$ cat src/rtl/eth_rx_screen.sv
module eth_rx_screen #(
  parameter int MIN_LEN   = 64,
  parameter int MAX_LEN   = 1518,
  parameter int TAG_EXTRA = 4,
  parameter int CNT_W     = 12
) (
  input  logic       clk,
  input  logic       rst_n,
  input  logic       in_vld,
  input  logic [7:0] in_byte,
  input  logic       in_last,
  input  logic       in_err,
  input  logic       in_odd_bits,
  input  logic       fifo_full,
  input  logic       cfg_strip_fcs,
  input  logic       cfg_skip_crc,
  input  logic       cfg_skip_len,
  input  logic       cfg_keep_ctl,
  input  logic       cfg_allow_short,
  input  logic       cfg_allow_long,
  input  logic       cfg_halt,
  input  logic [5:0] irq_en,
  input  logic [5:0] irq_clr,
  output logic       out_vld,
  output logic [7:0] out_byte,
  output logic       out_last,
  output logic       out_done,
  output logic       out_ok,
  output logic [5:0] irq_flags,
  output logic       irq,
  output logic       rx_halted
);
  localparam logic [31:0]    POLY    = 32'hEDB88320;
  localparam logic [31:0]    RESIDUE = 32'hDEBB20E3;
  localparam logic [CNT_W:0] LIM_MIN = (CNT_W+1)'(MIN_LEN);
  localparam logic [CNT_W:0] LIM_MAX = (CNT_W+1)'(MAX_LEN);
  localparam logic [CNT_W:0] LIM_TAG = (CNT_W+1)'(MAX_LEN + TAG_EXTRA);

  function automatic logic [31:0] crc_step(input logic [31:0] c_in, input logic [7:0] d);
    logic [31:0] c;
    c = c_in;
    for (int i = 0; i < 8; i++)
      c = (c[0] ^ d[i]) ? ((c >> 1) ^ POLY) : (c >> 1);
    return c;
  endfunction

  logic             in_frame, halted;
  logic [CNT_W-1:0] cnt;
  logic [31:0]      crc;
  logic [3:0][7:0]  sr;
  logic [7:0]       b12;
  logic             ctl_q, tag_q, ovf_q, err_q;

  wire             take    = in_vld && (in_frame || !halted);
  wire             first   = !in_frame;
  wire             end_now = take && in_last;
  wire [CNT_W-1:0] pos     = first ? '0 : cnt;
  wire [CNT_W:0]   len     = {1'b0, pos} + 1'b1;
  wire [31:0]      crc_nxt = crc_step(first ? 32'hFFFFFFFF : crc, in_byte);
  wire [15:0]      etype   = {b12, in_byte};
  wire             at13    = (pos == CNT_W'(13));

  wire ctl  = (!first && ctl_q) || (at13 && etype == 16'h8808);
  wire tag  = (!first && tag_q) || (at13 && etype == 16'h8100);
  wire ovf  = (!first && ovf_q) || fifo_full;
  wire rxe  = (!first && err_q) || in_err;
  wire mism = (crc_nxt != RESIDUE);

  wire crc_bad  = rxe || (mism && !cfg_skip_crc);
  wire aln_bad  = mism && in_odd_bits && !cfg_skip_crc;
  wire len_bad  = !cfg_skip_len && !cfg_allow_short && (len < LIM_MIN);
  wire long_bad = !cfg_skip_len && !cfg_allow_long && (len > (tag ? LIM_TAG : LIM_MAX));
  wire accept   = !(crc_bad || len_bad || long_bad || ovf) && !(ctl && !cfg_keep_ctl);
  wire fwd      = !cfg_strip_fcs || (pos >= CNT_W'(4));

  wire [5:0] set_now = end_now ? {aln_bad, crc_bad, ovf, long_bad, len_bad, accept} : 6'd0;

  always_ff @(posedge clk or negedge rst_n) begin
    if (!rst_n) begin
      in_frame <= 1'b0;
      halted   <= 1'b0;
      cnt      <= '0;
      crc      <= '1;
      sr       <= '0;
      b12      <= '0;
      ctl_q    <= 1'b0;
      tag_q    <= 1'b0;
      ovf_q    <= 1'b0;
      err_q    <= 1'b0;
    end else begin
      if (!in_frame || end_now) halted <= cfg_halt;
      if (take) begin
        in_frame <= !in_last;
        cnt      <= (&pos) ? pos : pos + 1'b1;
        crc      <= crc_nxt;
        sr       <= {sr[2:0], in_byte};
        ovf_q    <= ovf;
        err_q    <= rxe;
        ctl_q    <= ctl;
        tag_q    <= tag;
        if (pos == CNT_W'(12)) b12 <= in_byte;
      end
    end
  end

  always_ff @(posedge clk or negedge rst_n) begin
    if (!rst_n) begin
      out_vld   <= 1'b0;
      out_byte  <= '0;
      out_last  <= 1'b0;
      out_done  <= 1'b0;
      out_ok    <= 1'b0;
      irq_flags <= '0;
    end else begin
      out_vld   <= take && fwd;
      out_byte  <= cfg_strip_fcs ? sr[3] : in_byte;
      out_last  <= end_now && fwd;
      out_done  <= end_now;
      out_ok    <= end_now && accept;
      irq_flags <= (irq_flags & ~irq_clr) | set_now;
    end
  end

  assign irq       = |(irq_flags & irq_en);
  assign rx_halted = halted;
endmodule


$ cat config.mk
export PLATFORM = sky130hd
export DESIGN_NAME = eth_rx_screen
export DESIGN_NICKNAME = d
export VERILOG_FILES = /design/src/rtl/eth_rx_screen.sv
export SDC_FILE = /design/constraint.sdc
export NUM_CORES = 1
export LEC_CHECK = 0
export BUFFER_PORTS_ARGS = -buffer_cell sky130_fd_sc_hd__buf_2
export CORE_AREA = 2 2 112 195
export CTS_BUF_LIST = sky130_fd_sc_hd__clkbuf_8
export DETAILED_ROUTE_END_ITERATION = 12
export DIE_AREA = 0 0 114 197
export PLACE_DENSITY = 0.54
export SYNTH_ARGS = -nofsm -noshare
export SYNTH_HDL_FRONTEND = slang
export SYNTH_SLANG_ARGS = --single-unit
$ cat constraint.sdc
create_clock -name clk -period 9.5 [get_ports clk]
set_clock_uncertainty 0.2 [all_clocks]
set_input_delay 0.95 -clock clk [delete_from_list [all_inputs] [get_ports clk]]
set_output_delay 0.95 -clock clk [all_outputs]
set_load 0.1 [all_outputs]
==> metrics <==
met1 usage=17.7%; Worst EP arrival=4010 ps; Final Critical Period=3920 ps; Unique masters post-synth=68; post-route design area=7140 um^2; fmax=255 MHz; most frequent CP cell=nand4_1; RePlAce Congestion=0.866; worst-path fanout max=55; max-slew violations=0; vias=4925; Post-Syn Area=6560 um^2; Num CTS Buffers=9; Yosys top cell area share=29.0%; critical path class=reg2reg; Worst-path clk slew=120 ps; Die X=114 um; Initial Util=31.4%; area grow syn2layout=8.93%; met3 usage=1.63%; Tightest Hold Check Type=reg2reg; final worst slack=5580 ps; initial antenna violation count=1; Worst Path Required=9600 ps; MaxCap Viol Count=0; DR iter-0 viols=340; Die Y=197 um; CTS tree=done; Final period util=41.2%; power per cell area=340 nW/um^2; H-tree levels=3; Total Nets Final=771; hold buffer count at CTS=0; final hold vios=0; unrepaired setup endpoints after global routing=no; flops & latches, synth=108; # IOs=54; ys async rst share=100%; clk buf depth=2; R2R setup slack=5580 ps; routed wire length=16.6 mm; met2 usage=27.9%; Detail Route Antenna Nets=0; First-pass DRT Iterations=4; cell-by-cell trace of the critical path=buf_4 -> nand2_1 -> inv_1 -> ha_1 -> nor4b_1 -> nand4_1 -> nor2_1 -> and3_1 -> a21o_1 -> inv_1 -> ha_1 -> nand4_1 -> nand4_1 -> o311ai_1 -> nand2_1 -> and4_1 -> a21o_1; CP endpoint kind=register; EDFF count, synth=0; CP max stage delay=500 ps; GRT busiest layer=met2; endpoints failing setup=0; Cells after Synth=704; first-pass GRT wire length=26.7 mm; pin count of the biggest net entering global routing=98; root buffer cell=clkbuf_8; post-DP HPWL=11.9 mm; synth top area cells=dfrtp_1, dfstp_2, nand2_1; top_reg_cell synth=dfrtp_1; # rows=70; total die area=22500 um^2; Rel. slew slack=35.9%; core area=20800 um^2; GRT overflow=0; Mapped Nets=746; VDD IR max=0.110 mV; worst slew pin tran=961 ps; Placement Cell Area=6950 um^2; Yosys warnings=0; Setup TNS=0 ps; Final Util=34.3%; CP top delay family=simple AND/OR/NAND/NOR gates; DP Worst Slack=5380 ps; TritonCTS sink count=108; Synth area leader=dfrtp_1; status=complete, no violations; startpoint types=register; clk_lat worst skew=390 ps; vias per cell=4.99; DRC violations left=0; Slowest-stage cell, CP=buf_4; post_cts resized=0; leak pwr=3.31 nW; Avg Inst Size Synth=9.31 um^2; vias in the first global route=4961; wire per inst=16.9 um; crit path buf inv count=3; # port buffers=53; layout cells sized above 1=19.2%; Seq/Total Area, Yosys=41.8%; Post-CTS Setup Inserts=0; all-layer global routing usage=15.4%
synthesized netlist by cell type (8+ instances only):
cell type	number
a21oi_1	21
buf_4	8
clkbuf_1	20
dfrtp_1	76
dfstp_2	32
ha_1	8
inv_1	9
mux2_2	18
nand2_1	199
nand3_1	11
nand4_1	9
nor2_1	24
nor2b_1	11
o21ai_0	33
xnor2_1	47
xnor3_1	13
xor2_1	23
power breakdown:
part | internal (mW) | switching, mW
sequential | 0.657 | 0.153
combinational | 0.569 | 0.763
clock | 0.102 | 0.181
cells by family (layout without fill, tap and decap cells):
kind of cell	Yosys count	in the layout	share of synthesized area [%]
xor+xnor	90	90	16.0
buf+inv	54	84	4.01
simple gates	307	307	21.1
mux	25	25	4.16
fa+ha+maj	8	8	1.53
compound gates	112	112	11.3
flops	108	108	41.8
other cells	0	1	0
worst reg2reg max path, delay by kind of cell, from the launching register on:
family	cells	cell delay, ps
and+or+nand+nor	9	1550
buffers and inverters	3	700
AOI/OAI and AO/OA	3	570
adders and majority gates	2	440
DFF	1	380
state kept, by name, summed over array words and instances, names as in the netlist:
| register | count |
|---|---|
| out_ok | 1 |
| err_q | 1 |
| tag_q | 1 |
| rx_halted | 1 |
| b12 | 8 |
| out_vld | 1 |
| out_last | 1 |
| out_done | 1 |
| irq_flags | 6 |
| out_byte | 8 |
| sr | 32 |
| ovf_q | 1 |
| cnt | 12 |
| crc | 32 |
| in_frame | 1 |
| ctl_q | 1 |
worst paths after layout:
path,cells after the start,from,endpoint
hold reg to reg,2,crc[21],crc[21]
hold / removal,2,crc[21],crc[21]
setup reg to reg,17,in_frame,irq_flags[0]
max in group asynchronous,2,rst_n,sr[7]
min in group asynchronous,1,rst_n,irq_flags[4]
setup / recovery,17,in_frame,irq_flags[0]
metal layers:
| layer | vias to the layer above | routed length (um) |
|---|---|---|
| met5 | - | 0 |
| met4 | 0 | 514 |
| met3 | 25 | 354 |
| met2 | 90 | 9040 |
| met1 | 2393 | 6730 |
| li1 | 2417 | - |
placed cells by master, fill, tap and decap left out, drive strengths merged, types with 3 or more instances in the layout:
cell and n:
nand2 199, a21oi 21, nor4 5, nor2b 11, nor3b 6, o31ai 6, nor4b 3, dfstp 32
o311ai 3, or3 4, mux2i 7, nor2 26, nand2b 5, o22a 3, nor3 5, and2 6
buf 57, and4 4, clkbuf 9, a21o 3, xor2 27, o22ai 5, a22oi 4, ha 8
a21boi 5, nand4 9, a211o 3, a211oi 5, and3 7, o21ai 33, inv 15, xnor2 49
o211ai 3, nand3 11, dfrtp 76, or2 3, xnor3 14, mux2 18, o211a 4
through the flow:
step | cells | hold slack, ps | total power [mW]
floorplan | 704 | 239 | 1.85
global placement | 970 | 248 | 2.15
detailed placement | 970 | 252 | 2.16
CTS | 986 | 269 | 2.45
global route | 987 | 286 | 2.61
finish | 987 | 265 | 2.42
area by class of cell:
class / count / area, um^2
Antenna cell: 1 / 2.50
Clock inverter: 7 / 63.8
Fill cell: 2171 / 13700
Sequential cell: 108 / 2740
Inverter: 11 / 41.3
Clock buffer: 9 / 124
Tap cell: 252 / 315
Timing Repair Buffer: 57 / 298
Multi-Input combinational cell: 542 / 3550
Power figures use the tool's default switching activity.
